### config.mk
export PLATFORM = sky130hd
export DESIGN_NAME = regwin_file
export DESIGN_NICKNAME = d
export VERILOG_FILES = /design/src/rtl/regwin_pkg.sv /design/src/rtl/regwin_map.sv /design/src/rtl/regwin_ctrl.sv /design/src/rtl/regwin_store.sv /design/src/rtl/regwin_file.sv
export SDC_FILE = /design/constraint.sdc
export NUM_CORES = 2
export LEC_CHECK = 0
export ABC_AREA = 1
export CORE_MARGIN = 2
export CORE_UTILIZATION = 25
export CTS_CLUSTER_DIAMETER = 100
export DETAILED_ROUTE_END_ITERATION = 7
export DONT_BUFFER_PORTS = 1
export PLACE_DENSITY = 0.4
export SYNTH_ARGS = -nofsm -noshare
export SYNTH_HDL_FRONTEND = slang
export SYNTH_SLANG_ARGS = --single-unit
### constraint.sdc
create_clock -name clk -period 9.01 [get_ports clk]
set_input_delay 0 -clock clk [delete_from_list [all_inputs] [get_ports clk]]
set_output_delay 0 -clock clk [all_outputs]
set_load 0.1 [all_outputs]
### src/rtl/regwin_pkg.sv
package regwin_pkg;

   typedef enum logic [1:0] {
      WOP_NONE = 2'd0,
      WOP_CALL = 2'd1,
      WOP_RET  = 2'd2
   } win_op_e;

   // Simultaneous call and return collapse to no operation.
   function automatic win_op_e decode_op(input logic call, input logic ret);
      if (call && !ret)      return WOP_CALL;
      else if (ret && !call) return WOP_RET;
      else                   return WOP_NONE;
   endfunction

endpackage

### src/rtl/regwin_map.sv
module regwin_map #(
   parameter int NUM_PHYS = 64,
   parameter int WIN_STEP = 8,
   parameter int PTR_W    = 3,
   parameter int LREG_W   = 4,
   parameter int PREG_W   = 6
) (
   input  logic [PTR_W-1:0]  ptr_i,
   input  logic [LREG_W-1:0] lidx_i,
   output logic [PREG_W-1:0] pidx_o
);
   localparam int SUM_W = PREG_W + 1;
   localparam bit POW2  = (NUM_PHYS == (1 << PREG_W));

   logic [SUM_W-1:0] sum;

   always_comb begin
      sum = SUM_W'(ptr_i) * SUM_W'(WIN_STEP) + SUM_W'(lidx_i);
   end

   generate
      if (POW2) begin : g_trunc
         assign pidx_o = sum[PREG_W-1:0];
      end else begin : g_wrap
         always_comb begin
            if (sum >= SUM_W'(NUM_PHYS)) pidx_o = PREG_W'(sum - SUM_W'(NUM_PHYS));
            else                         pidx_o = sum[PREG_W-1:0];
         end
      end
   endgenerate

endmodule

### src/rtl/regwin_ctrl.sv
module regwin_ctrl
   import regwin_pkg::*;
#(
   parameter int NUM_WIN      = 8,
   parameter int MAX_RESIDENT = 7,
   parameter int PTR_W        = 3,
   parameter int CNT_W        = 4
) (
   input  logic             clk,
   input  logic             rst_n,
   input  logic             call_i,
   input  logic             ret_i,
   input  logic             spill_ack_i,
   input  logic             fill_ack_i,
   output logic [PTR_W-1:0] cwp_o,
   output logic [CNT_W-1:0] resident_o,
   output logic             ovf_o,
   output logic             unf_o
);
   localparam bit PTR_POW2 = (NUM_WIN == (1 << PTR_W));

   logic [PTR_W-1:0] cwp_q, cwp_d, cwp_inc, cwp_dec;
   logic [CNT_W-1:0] res_q, res_d;
   logic             ovf_q, ovf_d, unf_q, unf_d;
   win_op_e          op;

   generate
      if (PTR_POW2) begin : g_ptr_pow2
         assign cwp_inc = cwp_q + 1'b1;
         assign cwp_dec = cwp_q - 1'b1;
      end else begin : g_ptr_mod
         assign cwp_inc = (cwp_q == PTR_W'(NUM_WIN - 1)) ? '0 : cwp_q + 1'b1;
         assign cwp_dec = (cwp_q == '0) ? PTR_W'(NUM_WIN - 1) : cwp_q - 1'b1;
      end
   endgenerate

   always_comb begin
      op    = decode_op(call_i, ret_i);
      cwp_d = cwp_q;
      res_d = res_q;
      ovf_d = ovf_q;
      unf_d = unf_q;
      if (ovf_q) begin
         if (spill_ack_i) begin
            ovf_d = 1'b0;
            res_d = res_q - 1'b1;
         end
      end else if (unf_q) begin
         if (fill_ack_i) begin
            unf_d = 1'b0;
            res_d = res_q + 1'b1;
         end
      end else begin
         case (op)
            WOP_CALL: begin
               if (res_q == CNT_W'(MAX_RESIDENT)) begin
                  ovf_d = 1'b1;
               end else begin
                  cwp_d = cwp_inc;
                  res_d = res_q + 1'b1;
               end
            end
            WOP_RET: begin
               if (res_q == CNT_W'(1)) begin
                  unf_d = 1'b1;
               end else begin
                  cwp_d = cwp_dec;
                  res_d = res_q - 1'b1;
               end
            end
            default: ;
         endcase
      end
   end

   always_ff @(posedge clk) begin
      if (!rst_n) begin
         cwp_q <= '0;
         res_q <= CNT_W'(1);
         ovf_q <= 1'b0;
         unf_q <= 1'b0;
      end else begin
         cwp_q <= cwp_d;
         res_q <= res_d;
         ovf_q <= ovf_d;
         unf_q <= unf_d;
      end
   end

   assign cwp_o      = cwp_q;
   assign resident_o = res_q;
   assign ovf_o      = ovf_q;
   assign unf_o      = unf_q;

endmodule

### src/rtl/regwin_store.sv
module regwin_store #(
   parameter int NUM_PHYS = 64,
   parameter int DATA_W   = 32,
   parameter int PREG_W   = 6
) (
   input  logic              clk,
   input  logic              wr_en_i,
   input  logic [PREG_W-1:0] wr_idx_i,
   input  logic [DATA_W-1:0] wr_data_i,
   input  logic [PREG_W-1:0] rd_a_idx_i,
   output logic [DATA_W-1:0] rd_a_data_o,
   input  logic [PREG_W-1:0] rd_b_idx_i,
   output logic [DATA_W-1:0] rd_b_data_o
);
   logic [DATA_W-1:0] rows [NUM_PHYS];

   generate
      for (genvar g = 0; g < NUM_PHYS; g++) begin : g_row
         always_ff @(posedge clk) begin
            if (wr_en_i && (wr_idx_i == PREG_W'(g))) rows[g] <= wr_data_i;
         end
      end
   endgenerate

   assign rd_a_data_o = rows[rd_a_idx_i];
   assign rd_b_data_o = rows[rd_b_idx_i];

endmodule

### src/rtl/regwin_file.sv
module regwin_file #(
   parameter int NUM_PHYS     = 64,
   parameter int WIN_SIZE     = 16,
   parameter int WIN_STEP     = 8,
   parameter int MAX_RESIDENT = 7,
   parameter int DATA_W       = 32,
   localparam int NUM_WIN     = NUM_PHYS / WIN_STEP,
   localparam int PTR_W       = $clog2(NUM_WIN),
   localparam int LREG_W      = $clog2(WIN_SIZE),
   localparam int CNT_W       = $clog2(NUM_WIN + 1)
) (
   input  logic              clk,
   input  logic              rst_n,
   input  logic [LREG_W-1:0] rd_a_idx_i,
   output logic [DATA_W-1:0] rd_a_data_o,
   input  logic [LREG_W-1:0] rd_b_idx_i,
   output logic [DATA_W-1:0] rd_b_data_o,
   input  logic              wr_en_i,
   input  logic [LREG_W-1:0] wr_idx_i,
   input  logic [DATA_W-1:0] wr_data_i,
   input  logic              call_i,
   input  logic              ret_i,
   input  logic              spill_ack_i,
   input  logic              fill_ack_i,
   output logic [PTR_W-1:0]  cwp_o,
   output logic [CNT_W-1:0]  resident_o,
   output logic              ovf_trap_o,
   output logic              unf_trap_o
);
   localparam int PREG_W  = $clog2(NUM_PHYS);
   localparam int N_PORTS = 3;

   generate
      if (NUM_PHYS % WIN_STEP != 0) begin : g_chk_step
         $error("NUM_PHYS must be a multiple of WIN_STEP");
      end
      if (WIN_SIZE != 2 * WIN_STEP) begin : g_chk_overlap
         $error("WIN_SIZE must be twice WIN_STEP for half-window overlap");
      end
      if (MAX_RESIDENT < 1 || MAX_RESIDENT >= NUM_WIN) begin : g_chk_res
         $error("MAX_RESIDENT must lie in 1 .. NUM_WIN-1");
      end
      if (WIN_SIZE != (1 << LREG_W)) begin : g_chk_win
         $error("WIN_SIZE must be a power of two");
      end
   endgenerate

   logic [PTR_W-1:0]  cwp;
   logic [LREG_W-1:0] lidx [N_PORTS];
   logic [PREG_W-1:0] pidx [N_PORTS];

   assign lidx[0] = rd_a_idx_i;
   assign lidx[1] = rd_b_idx_i;
   assign lidx[2] = wr_idx_i;

   generate
      for (genvar p = 0; p < N_PORTS; p++) begin : g_map
         regwin_map #(
            .NUM_PHYS (NUM_PHYS),
            .WIN_STEP (WIN_STEP),
            .PTR_W    (PTR_W),
            .LREG_W   (LREG_W),
            .PREG_W   (PREG_W)
         ) i_map (
            .ptr_i  (cwp),
            .lidx_i (lidx[p]),
            .pidx_o (pidx[p])
         );
      end
   endgenerate

   regwin_ctrl #(
      .NUM_WIN      (NUM_WIN),
      .MAX_RESIDENT (MAX_RESIDENT),
      .PTR_W        (PTR_W),
      .CNT_W        (CNT_W)
   ) i_ctrl (
      .clk         (clk),
      .rst_n       (rst_n),
      .call_i      (call_i),
      .ret_i       (ret_i),
      .spill_ack_i (spill_ack_i),
      .fill_ack_i  (fill_ack_i),
      .cwp_o       (cwp),
      .resident_o  (resident_o),
      .ovf_o       (ovf_trap_o),
      .unf_o       (unf_trap_o)
   );

   regwin_store #(
      .NUM_PHYS (NUM_PHYS),
      .DATA_W   (DATA_W),
      .PREG_W   (PREG_W)
   ) i_store (
      .clk         (clk),
      .wr_en_i     (wr_en_i),
      .wr_idx_i    (pidx[2]),
      .wr_data_i   (wr_data_i),
      .rd_a_idx_i  (pidx[0]),
      .rd_a_data_o (rd_a_data_o),
      .rd_b_idx_i  (pidx[1]),
      .rd_b_data_o (rd_b_data_o)
   );

   assign cwp_o = cwp;

endmodule

# After elaboration in Yosys (flattened, before gate mapping)
# Memories as Yosys holds them, arrays and structs flattened.
# Cells that the tools add are included.
[word_totals]
n_memories = 1
reg_bits = 9
elab_cells = 561
ram_bits = 2048
in_bits = 51
out_inout_bits = 73
latch_bits = 0
romBits = 0
[mem_list]
columns = ["memory", "words", "word_bits", "read_ports", "rd_clocked_by_memory_dff", "write_ports", "line_no", "source"]
rows = [
  ["i_store.rows", 64, 32, 2, 0, 1, "regwin_store.sv:15", "logic [DATA_W-1:0] rows [NUM_PHYS];"],
]
[classes]
magnitude_cmp = 0
mux = 338
n_reduce_logical = 136
n_addsub = 7
div_mod_pow = 0
n_shift = 0
bitwise_logic = 2
n_eq_ne = 73
multipliers = 0
[ops]
columns = ["operator", "n"]
rows = [
  ["$mux 32", 63],
  ["$reduce_or 32->1", 63],
  ["$mux 6", 63],
  ["$mux 1", 200],
  ["$eq 6x6->1 const B", 32],
  ["$eq 6x5->1 const B", 16],
  ["$logic_and 1x1->1", 66],
  ["$eq 6x4->1 const B", 8],
  ["$eq 6x3->1 const B", 4],
  ["$mux 4", 6],
  ["$add 6x4->6", 3],
  ["$eq 6x2->1 const B", 2],
  ["$reduce_and 5->1", 2],
  ["$ne 4x2->1 const B", 2],
  ["$pmux 4 s2", 1],
  ["$eq 6x1->1 const B", 1],
  ["$logic_not 6->1", 1],
  ["$mux 3", 2],
  ["$ne 2x2->1 const B", 3],
  ["$pmux 3 s2", 1],
  ["$add 4x1->4 const B", 1],
  ["$eq 4x1->1 const B", 1],
  ["$eq 4x3->1 const B", 1],
  ["$mux 2", 2],
  ["10 further kinds", 12],
]

# Longest topological paths before layout
[logic_depth]
depth_word = 69
mapped_depth = 13
mapped_depth_nobuf = 12

# Cells and area by module
# Synthesis repeated with hierarchy kept, for this count alone.
[unflattened]
hier_cells = 11476
hier_area_um2 = 103210.2
[by_module_without_submodules]
columns = ["mod", "cells_each", "n_inst", "area_per_inst_um2"]
rows = [
  ["regwin_store", 11353, 1, 102358.2],
  ["regwin_ctrl", 93, 1, 653.1],
  ["regwin_map", 10, 3, 66.3],
]

# Worst setup path after synthesis
# Ideal clock, no wire load.
[synth_path]
path_type = "reg-to-reg"
start = "register i_ctrl.cwp_q[0] (netlist: i_ctrl.cwp_o[0])"
end = "memory i_store.rows[32][0] (enable)"
slack_ps = 5198
t_arrival_ps = 3391
stages_incl_launch_ff = 7
required_time_ps = 8589
cell_sequence = "dfxtp_1 ha_1 ha_1 xor2_1 nand2_1 clkbuf_1 nor2_1"
[synth_via]
elab_chain_cells = 69
word_cells_on_any_way = 446
classes_between = "1 x add/sub; 63 x eq/ne; 254 x mux; 128 x reduce/logical"
[synth_rtl]
columns = ["item", "line_no", "source"]
rows = [
  ["start, declared", "regwin_ctrl.sv:22", "logic [PTR_W-1:0] cwp_q, cwp_d, cwp_inc, cwp_dec;"],
  ["start signal, assigned", "regwin_ctrl.sv:83", "cwp_q <= cwp_d;"],
  ["$add 6x4->6 (*)", "regwin_map.sv:18", "sum = SUM_W'(ptr_i) * SUM_W'(WIN_STEP) + SUM_W'(lidx_i);"],
  ["$eq 6x1->1", "regwin_store.sv:20", "if (wr_en_i && (wr_idx_i == PREG_W'(g))) rows[g] <= wr_data_i;"],
  ["$logic_and 1x1->1", "regwin_store.sv:20", ""],
  ["$mux 1", "regwin_store.sv:20", ""],
  ["$mux 1 (not written as such)", "regwin_store.sv:20", ""],
  ["$reduce_or 32->1 (no line)", "n/a", ""],
  ["$mux 6 (no line) or $mux 1 (tied branches) (63 in a row)", "n/a", ""],
  ["end, declared", "regwin_store.sv:15", ""],
]
# Every way passes the cells marked *; elsewhere a longest branch is shown, timed or not.

# Worst setup path in the final report
[layout_path]
start = "register i_ctrl.cwp_q[0] (netlist: i_ctrl.cwp_o[0])"
end = "output port rd_a_data_o[10]"
[layout_via]
elab_chain_cells = 2
[layout_rtl]
columns = ["item", "line_no", "source"]
rows = [
  ["$add 6x4->6", "regwin_map.sv:18", ""],
  ["$mem_v2 64x32", "n/a", ""],
  ["end, declared", "regwin_file.sv:15", "output logic [DATA_W-1:0] rd_a_data_o,"],
]
# Every way passes these cells.

==> metrics.csv <==
stage,metric,value,unit
place,port bufs,0,
yosys,post-synthesis cell count,11500,
routing,DR DRC count,0,
routing,DRT Wirelength,493000,um
finish,multi-input logic area,37300,um^2
floorplanning,Rows,236,
routing,Pre-antenna DRT Iters,8,
yosys,"Distinct cells, synth",24,
timing,Fin Hold WS,0.0517,ns
setup_path,CP startpoint kind,flip-flop,
yosys,Syn Nets,11500,
timing,fin. max-slew vios,467,
clocking,clock-pin slew on the worst setup and hold paths,0.06,ns
yosys,Synth Warn #,0,
finish,sequential cell area,61700,um^2
timing,Setup TNS,0,ns
global_route,initial antenna violation count,29,
timing,Worst-Margin Slew,2.49,ns
yosys,synthesized area,103000,um^2
global_route,first-pass GRT wire length,683000,um
global_route,vias in the first global route,85000,
pwr,Pleak,42.7,nW
yosys,post-synthesis sequential area ratio,59.7,%
finish,"non-filler cells, final",16800,
min_path,WHS Path Cells,2,
setup_path,crit end category,output pin,
pwr,Total Power Consumption,25.6,mW
yosys,Synth area leader,edfxtp_1,
routing,post-route ant nets,0,
min_path,Worst Hold Endpoint,i_store.rows[31][26],
outcome,violated checks,slew limit,
clocking,CTS Buf Count,240,
setup_path,Critical path origin,i_ctrl.cwp_o[0],
setup_path,R2R depth,7,
finish,area grow syn2layout,13.3,%
place,routability congestion estimate,0.834,
place,placed insts,16200,
setup_path,CP Data Required Time,9.01,ns
setup_path,arrival time at the worst endpoint,5.33,ns
floorplanning,die height,647,um
clocking,Worst-Skew Late Latency,0.97,ns
clocking,TritonCTS Sinks,2057,
finish,"commonest non-fill, non-tap cell in the layout",nand2_1,
run,max_cap viols,0,
min_path,hold_sp,wr_data_i[26],
timing,unrepaired setup endpoints after global routing,no,
routing,vias post-DR,89000,
floorplanning,Starting Density,25.1,%
routing,via/cell ratio,5.30,
timing,crit path time final,5.33,ns
floorplanning,# IOs,124,
clocking,htree depth,4,
finish,NumNets Final,11200,
clocking,post_cts resized,0,
routing,Detailed Route Iter0 Violations,10500,
routing,drt wl/cell,29.4,um
timing,fin crit share,59.2,%
setup_path,CP max FO,57,
timing,Final Skew,0.0759,ns
timing,Rel. slew slack,-66.2,%
clocking,Max clock buf depth,4,
pwr,maximum vdd drop,0.155,mV
yosys,Yosys top cell area share,59.5,%
finish,fillers,42900,
setup_path,RR Endpoint,i_store.rows[59][26],
timing,fmax,0.187,GHz
yosys,synthesized area per cell,9.01,um^2
floorplanning,core area,412000,um^2
setup_path,reg2reg setup slack,4.89,ns
floorplanning,Die Area,418000,um^2
yosys,top post-synthesis cells by area,"edfxtp_1 (60%), nand3_1 (18%), nand2_1 (17%)",
global_route,total congestion overflow,0,
finish,share of cells above drive strength 1,5.81,%
timing,Fin. Hold Viols,0,
finish,most frequent cells in the layout,"nand2_1 (4572), nand3_1 (3784), edfxtp_1 (2048)",
timing,Setup-failing EPs final,0,
setup_path,crit path kind,flip-flop to output pin,
clocking,CTS tree,yes,
floorplanning,Chip Width,647,um
outcome,run status,"finished, violations left",
min_path,Hold WC Path Type,input pin to flip-flop,
global_route,largest net degree at the start of global routing,1026,
yosys,Seq cells post-synth,2057,
pwr,pwr dens,219,nW/um^2
clocking,clock root buffer,clkbuf_16,
global_route,overall global routing resource usage,22.8,%
setup_path,worst reg2reg path startpoint,i_ctrl.cwp_o[0],
place,dpl hpwl,256000,um
## cells in the mapped netlist, drive strengths merged
master and n:
fa 1, o31ai 2, nand2 4572, a21oi 6, nor3 2, clkbuf 160, ha 11, inv 37
nor2 78, or2 5, o21ai 6, edfxtp 2048, nand3 3784, buf 733, xnor2 2, nand4 3
dfxtp 9, xor2 2
## layer usage
layer	wire length (um)	global-route usage, %	up-vias
li1	-	-	39000
met3	36200	3.07	1025
met2	232000	37.9	4618
met4	29400	12.1	0
met5	0	0	-
met1	196000	28.9	44400
## worst max-delay path, cell delays in order, from the launching register on
cell	delay, ns
dfxtp_2	0.86
ha_4	0.83
inv_8	0.51
buf_4	0.46
nand3_1	0.15
nand3_1	0.08
nand2_1	0.51
nand2_1	0.28
nand2_1	0.28
buf_4	0.34
## area by class of cell
cell class	instances	area share, %
Sequential cell	2057	52.7
Multi-Input combinational cell	8474	31.8
Tap cell	5474	5.85
Clock buffer	300	5.41
Timing Repair Buffer	291	2.89
Clock inverter	141	1.08
Inverter	37	0.191
Antenna cell	15	0.0321
## state kept, by name (all words and copies together), names as in the netlist
register,count
i_ctrl.resident_o,4
i_ctrl.cwp_o,3
i_ctrl.unf_o,1
i_store.rows,2048
i_ctrl.ovf_o,1
## worst max path at each step
stage	endpoint	slack, ns
6_report	rd_a_data_o[10]	3.68
5_1_grt	rd_a_data_o[10]	3.60
4_1_cts	rd_a_data_o[10]	3.52
3_5_place_dp	rd_a_data_o[10]	4.55
3_3_place_gp	rd_a_data_o[10]	4.56
2_1_floorplan	i_store.rows[32][0]	5.20
## cell families (layout without fill, tap and decap cells)
group | count (synthesis) | after routing | synth area share [%]
other | 0 | 15 | 0
buffers and inverters | 930 | 769 | 4.75
adders and majority gates | 12 | 12 | 0.153
and+or+nand+nor | 8444 | 8444 | 35.3
DFF | 2057 | 2057 | 59.7
AOI/OAI and AO/OA | 14 | 14 | 0.0727
xor gates and xnor gates | 4 | 4 | 0.0339
## where the power goes
| part | switching (mW) | leakage, nW | internal (mW) | total (mW) |
|---|---|---|---|---|
| sequential | 0.0888 | 18.5 | 10.6 | 10.7 |
| combinational | 4.15 | 20.5 | 0.908 | 5.06 |
| clock | 4.27 | 3.71 | 5.55 | 9.83 |
## repair_timing
action,in CTS,in global routing
hold buffers,85,0
endpoints found under the setup margin,0,0
buffers inserted,0,0
endpoints found under the hold margin,2486,0
## metrics by stage
step / cell area, um^2 / utilization (%) / worst slack (ns)
after detailed placement: 108000 / 26.1 / 4.55
final: 117000 / 28.4 / 3.68
after global routing: 117000 / 28.4 / 3.60
after CTS: 117000 / 28.3 / 3.52
after floorplan: 103000 / - / 5.20
after global placement: 108000 / 26.1 / 4.56
Note: power is estimated with default switching activity, not from simulation.
